## config.mk

```make
export PLATFORM = sky130hd
export DESIGN_NAME = lock_sweep_ctrl
export DESIGN_NICKNAME = d
export VERILOG_FILES = /design/src/rtl/lsc_pkg.sv /design/src/rtl/lsc_end_detect.sv /design/src/rtl/lsc_sweep_gen.sv /design/src/rtl/lsc_mute_path.sv /design/src/rtl/lock_sweep_ctrl.sv
export SDC_FILE = /design/constraint.sdc
export NUM_CORES = 1
export LEC_CHECK = 0
export BUFFER_PORTS_ARGS = -buffer_cell sky130_fd_sc_hd__clkbuf_2
export CORE_AREA = 5 5 69 71
export CTS_CLUSTER_SIZE = 25
export DETAILED_ROUTE_END_ITERATION = 7
export DIE_AREA = 0 0 74 76
export PLACE_DENSITY = 0.83
export REMOVE_ABC_BUFFERS = 1
export SLEW_MARGIN = 10
export SYNTH_ARGS = -nofsm -noshare
export SYNTH_HDL_FRONTEND = slang
export SYNTH_SLANG_ARGS = --single-unit
```

## constraint.sdc

```tcl
create_clock -name clk -period 2.6 [get_ports clk]
set_input_delay 0.39 -clock clk [delete_from_list [all_inputs] [get_ports clk]]
set_output_delay 0.39 -clock clk [all_outputs]
set_load 0.02 [all_outputs]
```

## src/rtl/lsc_pkg.sv

```systemverilog
package lsc_pkg;

   // Direction of the frequency search ramp.
   typedef enum logic {
      SWEEP_DN = 1'b0,
      SWEEP_UP = 1'b1
   } sweep_dir_t;

   // Index of each integrator end in the detector array.
   localparam int END_LO = 0;
   localparam int END_HI = 1;
   localparam int N_ENDS = 2;

endpackage

```

## src/rtl/lsc_end_detect.sv

```systemverilog
// Watches one end of the integrator range and reports a saturated end
// after a run of consecutive near-end samples.
module lsc_end_detect #(
   parameter int INT_W     = 16,
   parameter int SAT_SHIFT = 8,
   parameter int SAT_CNT   = 32,
   parameter bit HIGH_END  = 1'b1
) (
   input  logic             clk,
   input  logic             rst_n,
   input  logic [INT_W-1:0] integ_i,
   output logic             sat_o
);

   localparam int CNT_W = $clog2(SAT_CNT + 1);
   localparam logic [CNT_W-1:0] CNT_TOP = CNT_W'(SAT_CNT);

   logic [SAT_SHIFT-1:0] top_bits;
   logic                 near;
   logic [CNT_W-1:0]     run_cnt;

   assign top_bits = integ_i[INT_W-1 -: SAT_SHIFT];

   // The end being watched picks the band decode.
   generate
      if (HIGH_END) begin : g_hi
         assign near = &top_bits;
      end else begin : g_lo
         assign near = ~|top_bits;
      end
   endgenerate

   // Run length counter; sticks at the top while the value stays near.
   always_ff @(posedge clk or negedge rst_n) begin
      if (!rst_n) begin
         run_cnt <= '0;
      end else if (!near) begin
         run_cnt <= '0;
      end else if (run_cnt != CNT_TOP) begin
         run_cnt <= run_cnt + 1'b1;
      end
   end

   assign sat_o = (run_cnt == CNT_TOP);


   sat_clear_chk: assert property (@(posedge clk) disable iff (!rst_n)
      !near |=> !sat_o);


   sat_rise_chk: assert property (@(posedge clk) disable iff (!rst_n)
      $rose(sat_o) |-> $past(near));

endmodule

```

## src/rtl/lsc_sweep_gen.sv

```systemverilog
// Keeps the search direction and forms the signed sweep term.
module lsc_sweep_gen
   import lsc_pkg::*;
#(
   parameter int STEP_W = 8
) (
   input  logic                     clk,
   input  logic                     rst_n,
   input  logic                     sat_hi_i,
   input  logic                     sat_lo_i,
   input  logic                     phase_lock_i,
   input  logic [STEP_W-1:0]        step_i,
   output logic signed [STEP_W:0]   sweep_o
);

   sweep_dir_t             dir;
   logic signed [STEP_W:0] mag;

   // Direction turns around only while searching, and only at the end
   // it is heading toward.
   always_ff @(posedge clk or negedge rst_n) begin
      if (!rst_n) begin
         dir <= SWEEP_UP;
      end else if (!phase_lock_i) begin
         if (dir == SWEEP_UP && sat_hi_i) begin
            dir <= SWEEP_DN;
         end else if (dir == SWEEP_DN && sat_lo_i) begin
            dir <= SWEEP_UP;
         end
      end
   end

   assign mag = $signed({1'b0, step_i});

   always_comb begin
      if (phase_lock_i) begin
         sweep_o = '0;
      end else if (dir == SWEEP_UP) begin
         sweep_o = mag;
      end else begin
         sweep_o = -mag;
      end
   end


   dir_freeze_chk: assert property (@(posedge clk) disable iff (!rst_n)
      phase_lock_i |=> $stable(dir));


   dir_low_turn_chk: assert property (@(posedge clk) disable iff (!rst_n)
      (dir == SWEEP_DN && sat_lo_i && !phase_lock_i) |=> dir == SWEEP_UP);

endmodule

```

## src/rtl/lsc_mute_path.sv

```systemverilog
// Output word register: reloads from the retimed word when locked, from
// the raw word under bypass, and otherwise keeps its value.
module lsc_mute_path #(
   parameter int DATA_W = 20
) (
   input  logic              clk,
   input  logic              rst_n,
   input  logic              lock_d_i,
   input  logic              bypass_i,
   input  logic [DATA_W-1:0] word_i,
   input  logic [DATA_W-1:0] raw_i,
   output logic [DATA_W-1:0] data_o
);

   always_ff @(posedge clk or negedge rst_n) begin
      if (!rst_n) begin
         data_o <= '0;
      end else if (bypass_i) begin
         data_o <= raw_i;
      end else if (lock_d_i) begin
         data_o <= word_i;
      end
   end


   mute_hold_chk: assert property (@(posedge clk) disable iff (!rst_n)
      (!bypass_i && !lock_d_i) |=> $stable(data_o));


   pass_word_chk: assert property (@(posedge clk) disable iff (!rst_n)
      (!bypass_i && lock_d_i) |=> data_o == $past(word_i));


   bypass_raw_chk: assert property (@(posedge clk) disable iff (!rst_n)
      bypass_i |=> data_o == $past(raw_i));

endmodule

```

## src/rtl/lock_sweep_ctrl.sv

```systemverilog
// Acquisition and status controller for a data recovery loop.
module lock_sweep_ctrl
   import lsc_pkg::*;
#(
   parameter int INT_W     = 16,
   parameter int SAT_SHIFT = 8,
   parameter int SAT_CNT   = 32,
   parameter int STEP_W    = 8,
   parameter int DATA_W    = 20
) (
   input  logic                   clk,
   input  logic                   rst_n,
   input  logic [INT_W-1:0]       integ_i,
   input  logic                   phase_lock_i,
   input  logic                   carrier_i,
   input  logic                   bypass_i,
   input  logic [STEP_W-1:0]      step_i,
   input  logic [DATA_W-1:0]      word_i,
   input  logic [DATA_W-1:0]      raw_i,
   output logic signed [STEP_W:0] sweep_o,
   output logic                   lock_o,
   output logic [DATA_W-1:0]      data_o
);

   // Elaboration-time parameter checks.
   initial begin
      band_param_chk: assert (SAT_SHIFT > 0 && SAT_SHIFT < INT_W)
         else $error("SAT_SHIFT must lie between 1 and INT_W-1");
      run_param_chk: assert (SAT_CNT >= 1)
         else $error("SAT_CNT must be at least 1");
      step_param_chk: assert (STEP_W >= 1 && STEP_W < INT_W)
         else $error("STEP_W must be narrower than INT_W");
      data_param_chk: assert (DATA_W >= 1)
         else $error("DATA_W must be at least 1");
   end

   logic [N_ENDS-1:0] sat_end;
   logic              no_data;
   logic              lock_d;

   // One run detector per integrator end.
   generate
      for (genvar e = 0; e < N_ENDS; e++) begin : g_end
         lsc_end_detect #(
            .INT_W     (INT_W),
            .SAT_SHIFT (SAT_SHIFT),
            .SAT_CNT   (SAT_CNT),
            .HIGH_END  (e == END_HI)
         ) u_det (
            .clk     (clk),
            .rst_n   (rst_n),
            .integ_i (integ_i),
            .sat_o   (sat_end[e])
         );
      end
   endgenerate

   assign no_data = |sat_end;
   assign lock_d  = carrier_i & phase_lock_i & ~no_data;

   lsc_sweep_gen #(
      .STEP_W (STEP_W)
   ) u_sweep (
      .clk          (clk),
      .rst_n        (rst_n),
      .sat_hi_i     (sat_end[END_HI]),
      .sat_lo_i     (sat_end[END_LO]),
      .phase_lock_i (phase_lock_i),
      .step_i       (step_i),
      .sweep_o      (sweep_o)
   );

   always_ff @(posedge clk or negedge rst_n) begin
      if (!rst_n) begin
         lock_o <= 1'b0;
      end else begin
         lock_o <= lock_d;
      end
   end

   lsc_mute_path #(
      .DATA_W (DATA_W)
   ) u_mute (
      .clk      (clk),
      .rst_n    (rst_n),
      .lock_d_i (lock_d),
      .bypass_i (bypass_i),
      .word_i   (word_i),
      .raw_i    (raw_i),
      .data_o   (data_o)
   );


   carrier_gate_chk: assert property (@(posedge clk) disable iff (!rst_n)
      !carrier_i |=> !lock_o);


   nodata_gate_chk: assert property (@(posedge clk) disable iff (!rst_n)
      no_data |=> !lock_o);


   lock_set_chk: assert property (@(posedge clk) disable iff (!rst_n)
      (carrier_i && phase_lock_i && !no_data) |=> lock_o);


   sweep_zero_chk: assert property (@(posedge clk) disable iff (!rst_n)
      phase_lock_i |-> sweep_o == '0);


   high_turn_chk: assert property (@(posedge clk) disable iff (!rst_n)
      (sat_end[END_HI] && !phase_lock_i && sweep_o > 0) |=>
         (phase_lock_i || sweep_o <= 0));

endmodule

```

==> reports/results.tsv, run 1 <==
metric	value	unit
status	finished, final reports clean	
Synth area leader	dfrtp_1	
Yosys warning count	0	
CTS root buffer	clkbuf_8	
Core Region	0.00417	mm2
RSZ-0062 raised after global routing	no	
Post-DRT Antenna Nets	0	
setup TNS	0	ps
ys async rst share	100	%
Achievable Freq	472	MHz
Seq cells post-synth	34	
mapped cell area	0.00189	mm2
Yosys top cell area share	43.7	%
clk_skew	9.47	ps
DR vias	1758	
Die X	74	um
GRT Overall Usage	15.9	%
largest net degree at the start of global routing	35	
crit path cell chain	inv_1 -> ha_1 -> nand3b_1 -> o41a_1 -> and2_4 -> a21oi_1	
worst min path class	input pin to asynchronous set/reset pin	
DR pass1 iterations	4	
fin crit period	2120	ps
Crit. End Element	flip-flop	
synthesized area per cell	9.55	um2
first-pass GRT wire length	7270	um
Post-CTS Hold Fix Bufs	0	
Worst Path Max Fanout	21	
clock latency on the worst-skew pair	280	ps
initial antenna violation count	0	
via/cell ratio	5.23	
post-synthesis sequential area ratio	45.0	%
Routed wire per std cell	13.6	um
Fillers	359	
Clock Path Buffers	2	
dominant cells by area after synthesis	dfrtp_1, a21oi_1, mux2i_1	
startpoint types	flip-flop	
row cnt	24	
VDD IR max	0.000333	V
Hold Vio Cnt, Final	0	
diode count	0	
number of remaining DRC errors	0	
WS Path Type	flip-flop to flip-flop	
Slew @ Worst Pin	848	ps
# Post-CTS Setup Buffers	0	
PortBufs	90	
die height	76	um
Post-synth top flop	dfrtp_1	
Worst Setup SP	g_end[1].u_det.run_cnt[0]	
Post-CTS Resized	0	
slowest stage cell on the critical path	o41a_1	
Req. time, crit path	2750	ps
Reg-to-Reg Start	g_end[1].u_det.run_cnt[0]	
share of layout cells above drive strength 1	36.3	%
die area	0.00562	mm2
Final Setup Violations	0	
Max stage delay on crit path	680	ps
Leakage	1.22	nW
pre-CTS setup slack	427	ps
I/O pin total	99	
total power	1.35	mW
vias in the first global route	1700	
clk slew on worst S/H paths	70	ps
GRT overflow	0	
max-capacitance violation count	0	
commonest cells in the synthesized netlist	a21oi_1, dfrtp_1, mux2i_1	
Syn Inst Count	198	
Final period util	81.5	%
Initial Utilization	45.3	%
max-slew headroom at the worst pin	43.4	%
post-DP HPWL	3470	um
final wirelength	4560	um
CTS Sinks	34	
Nets	358	
most frequent cell after synthesis	a21oi_1	
EDFF count, synth	0	
H-tree depth	2	
Placer Congestion	0.833	
PD cells	547	mW/mm2
CTS tree	done	
CTS Buf Count	5	
library cells used by synthesis	33	
synthesis-to-layout area growth	30.4	%
final slew viol count	0	
DR iter-0 viols	48	
final worst slack	480	ps
Arr. time, crit path	2270	ps
==> layer usage <==
| layer | wire [um] | GRT usage, % |
|---|---|---|
| met1 | 1900 | 19.2 |
| met2 | 2290 | 27.6 |
| met3 | 284 | 2.90 |
| met4 | 76 | 5.43 |
| met5 | 0 | 0 |
==> stage by stage <==
| step | instance area (um2) | hold WS (ps) | utilization (%) | instances |
|---|---|---|---|---|
| after floorplan | 1820 | 94.4 | - | 185 |
| after global placement | 2350 | 497 | 56.4 | 329 |
| after detailed placement | 2350 | 513 | 56.4 | 329 |
| after CTS | 2470 | 231 | 59.1 | 336 |
| after global routing | 2470 | 284 | 59.1 | 336 |
| final | 2470 | 209 | 59.1 | 336 |
==> state kept, by name, indices dropped and copies added (netlist names) <==
| name | count |
|---|---|
| g_end.u_det.run_cnt | 12 |
| lock_o | 1 |
| u_mute.data_o | 20 |
| u_sweep.dir | 1 |
==> power breakdown <==
part / leakage (nW) / switching, mW / internal, mW / total, mW
logic: 0.749 / 0.164 / 0.110 / 0.274
clock network: 0.0573 / 0.178 / 0.306 / 0.485
registers: 0.416 / 0.0226 / 0.567 / 0.590
==> worst max-delay path: cells and delay by family, from the launching register on <==
kind | cells | cell delay (ps)
AND/OR/NAND/NOR | 2 | 550
AO/OA/AOI/OAI | 2 | 780
buffers and inverters | 1 | 60
adder cells (fa/ha/maj) | 1 | 190
flip-flops | 1 | 400
==> cells by family (layout without fill, tap and decap cells) <==
group                    count (synthesis)  after routing  synth area share (%)
AO/OA/AOI/OAI                           56             56                  15.9
XOR/XNOR                                12             12                  5.56
adder cells (fa/ha/maj)                  5              5                  3.31
buffers and inverters                   19            105                  4.76
flip-flops                              34             34                  45.0
multiplexers                            22             22                  11.6
AND/OR/NAND/NOR                         50             50                  13.8
==> area by class of cell <==
| class | count | area (um2) | share of cell area (%) |
|---|---|---|---|
| multi-input combinational | 145 | 950 | 38.5 |
| sequential | 34 | 852 | 34.5 |
| timing repair buffer | 92 | 465 | 18.9 |
| clock buffer | 6 | 82.6 | 3.35 |
| tap | 52 | 65.1 | 2.64 |
| clock inverter | 1 | 30.0 | 1.22 |
| inverter | 6 | 22.5 | 0.913 |
==> final timing paths <==
path	endpoint	slack, ps	depth (start not counted)
setup / recovery	u_mute.data_o[7]	480	6
hold / removal	u_mute.data_o[0]	210	1
hold reg to reg	u_mute.data_o[11]	530	2
max in group asynchronous	g_end[1].u_det.run_cnt[2]	1860	1
setup reg to reg	u_mute.data_o[7]	480	6
min in group clk	u_mute.data_o[10]	400	3
==> layout by cell type, fill, tap and decap left out, types with 4 or more instances in the layout <==
| cell type | netlist | layout |
|---|---|---|
| a21oi_1 | 47 | 47 |
| clkbuf_2 | 0 | 90 |
| clkbuf_8 | 0 | 6 |
| dfrtp_1 | 33 | 33 |
| ha_1 | 5 | 5 |
| inv_1 | 6 | 6 |
| mux2i_1 | 22 | 22 |
| nand3_1 | 5 | 5 |
| nor2_1 | 18 | 18 |
| xnor2_1 | 8 | 8 |
| xor2_1 | 4 | 4 |
Note: power is estimated with default switching activity, not from simulation.
==> inputs of run 2 (changes only) <==
--- a/config.mk
+++ b/config.mk
@@ -6,11 +6,11 @@
 export NUM_CORES = 1
 export LEC_CHECK = 0
 export BUFFER_PORTS_ARGS = -buffer_cell sky130_fd_sc_hd__clkbuf_2
-export CORE_AREA = 5 5 69 71
+export CORE_AREA = 5 5 74 76
 export CTS_CLUSTER_SIZE = 25
 export DETAILED_ROUTE_END_ITERATION = 7
-export DIE_AREA = 0 0 74 76
-export PLACE_DENSITY = 0.83
+export DIE_AREA = 0 0 79 81
+export PLACE_DENSITY = 0.76
 export REMOVE_ABC_BUFFERS = 1
 export SLEW_MARGIN = 10
 export SYNTH_ARGS = -nofsm -noshare
==> constraint.sdc (replaced) <==
create_clock -name clk -period 1.8 [get_ports clk]
set_input_delay 0.27 -clock clk [delete_from_list [all_inputs] [get_ports clk]]
set_output_delay 0.27 -clock clk [all_outputs]
set_load 0.02 [all_outputs]
==> run 2 against run 1 <==
Against the previous run: the run now ends with negative hold slack left; via count up 2.3%; sequential cell count unchanged; total power up 45%; critical path type is now input pin to primary output.
==> reports/results.tsv, run 2 (synthesis gave the netlist of run 1 again) <==
metric	value	unit	change
Worst R2R End	u_mute.data_o[1]		
Post-DRT Antenna Nets	0		unchanged
die area	0.00640	mm2	+14%
clock latency on the worst-skew pair	290	ps	about the same
Post-Layout Cell Count	342		+1.8%
H-tree depth	2		unchanged
Req. time, crit path	1530	ps	-1220 ps
via/cell ratio	5.26		+0.54%
worst min path class	input pin to asynchronous set/reset pin		
row cnt	25		+4.2%
final core occ	53.6	%	-5.5 points
VDD IR max	0.000565	V	+69%
final wirelength	4930	um	+8.1%
GRT Overall Usage	15.5	%	-0.41 points
CTS Buf Count	5		unchanged
FF-to-FF setup slack	160	ps	-320 ps
Hold Slack	-2.10	ps	-211 ps
diode count	0		unchanged
Die X	79	um	+6.8%
Routed wire per std cell	14.4	um	+6.2%
Largest Register	u_mute.data_o		
Final Setup Violations	0		unchanged
DR iter-0 viols	84		+75%
max FFs per register	20		unchanged
Core Region	0.00466	mm2	+12%
Crit. End Element	primary output		
Worst Path Max Fanout	5		-76%
clk slew on worst S/H paths	70	ps	about the same
Slew @ Worst Pin	424	ps	-425 ps
first-pass GRT wire length	7890	um	+8.4%
CTS Sinks	34		unchanged
Initial Utilization	40.6	%	-4.7 points
RSZ-0062 raised after global routing	no		
synthesis-to-layout area growth	32.1	%	
die height	81	um	+6.6%
Placer Congestion	0.834		+0.22%
largest net degree at the start of global routing	35		unchanged
CTS tree	done		
DR vias	1799		+2.3%
Reg-to-Reg Start	g_end[1].u_det.run_cnt[0]		
Achievable Freq	589	MHz	
I/O pin total	99		unchanged
Top Registers	u_mute.data_o (20), g_end.u_det.run_cnt (12)		
cell depth of the worst flop-to-flop path	7		+1
GRT overflow	0		unchanged
commonest non-fill, non-tap cell in the layout	clkbuf_2		
max-capacitance violation count	0		unchanged
CTS root buffer	clkbuf_8		
startpoint types	input pin		
status	complete, but fails checks		
PortBufs	90		unchanged
Arr. time, crit path	1430	ps	-840 ps
PD cells	783	mW/mm2	+43%
WS Path Type	input pin to primary output		
max-slew headroom at the worst pin	71.8	%	+28 points
Final period util	94.3	%	
violated checks	negative hold slack		
share of layout cells above drive strength 1	37.5	%	+1.2 points
number of remaining DRC errors	0		unchanged
Hold Vio Cnt, Final	4		+4
post-DP HPWL	3850	um	+11%
most frequent cells in the layout	clkbuf_2, a21oi_1, dfrtp_1, mux2i_1, nor2_1		
Nets	361		+0.84%
Clock Path Buffers	2		unchanged
DR pass1 iterations	4		unchanged
final slew viol count	0		unchanged
clk_skew	9.09	ps	-0.382 ps
initial antenna violation count	0		unchanged
Post-CTS Hold Fix Bufs	0		unchanged
Leakage	1.23	nW	+0.62%
placed insts	334		+1.5%
fin crit period	1700	ps	
vias in the first global route	1814		+6.7%
==> run 2: changes by cell type in the layout (fill, tap and decap cells not counted), sizes merged <==
cell / delta
buf: +4
clkbuf: -2
clkinvlp: +2
==> run 2: timing repair <==
action | CTS | global route
setup endpoints to repair | 0 | 3
setup buffers | 0 | 0
resized for setup | 0 | 2
==> run 2: layout make-up <==
cell class                      count  area [um2]
Clock buffer                        5        68.8
Inverter                            6        22.5
Tap cell                           54        67.6
Fill cell                         442        2160
Sequential cell                    34         852
Clock inverter                      3        45.0
Timing Repair Buffer               95         488
Multi-Input combinational cell    145         956
==> run 2: layer usage <==
metal	GRT usage [%]	vias up	part of all wire [%]
met4	7.56	0	4.1
met3	3.44	19	4.4
met5	0	-	0
met1	17.0	853	37
met2	28.2	44	54
li1	-	883	-
==> run 2: worst max path at each step <==
stage,from,slack (ps),to
after floorplan,g_end[0].u_det.run_cnt[0],-70,u_mute.data_o[11]
after global placement,step_i[0],130,sweep_o[2]
after detailed placement,step_i[0],90,sweep_o[2]
after CTS,step_i[0],90,sweep_o[2]
after global routing,g_end[1].u_det.run_cnt[0],7,u_mute.data_o[10]
final,step_i[0],100,sweep_o[2]
==> run 2: metrics by stage <==
step                TNS (ps)  setup slack [ps]  hold WS [ps]  power [mW]  instance area (um2)
global placement           0               132           324        1.26                 2380
finish                     0               103         -2.10        1.96                 2500
floorplan              -1340             -72.1         -25.6        1.07                 1820
detailed placement         0              90.9           325        1.27                 2380
CTS                        0              89.7          3.51        1.98                 2490
global route               0              6.58          32.4        2.06                 2500
==> run 2: critical path: stages <==
cell	delay, ps
clkbuf_2	100
inv_1	70
ha_1	250
or3_1	380
a21oi_1	170
buf_2	190
==> run 2: report_power, final <==
group / switching (mW) / internal [mW] / leakage (nW)
combinational: 0.244 / 0.163 / 0.764
clock: 0.290 / 0.412 / 0.0504
sequential: 0.0304 / 0.819 / 0.416
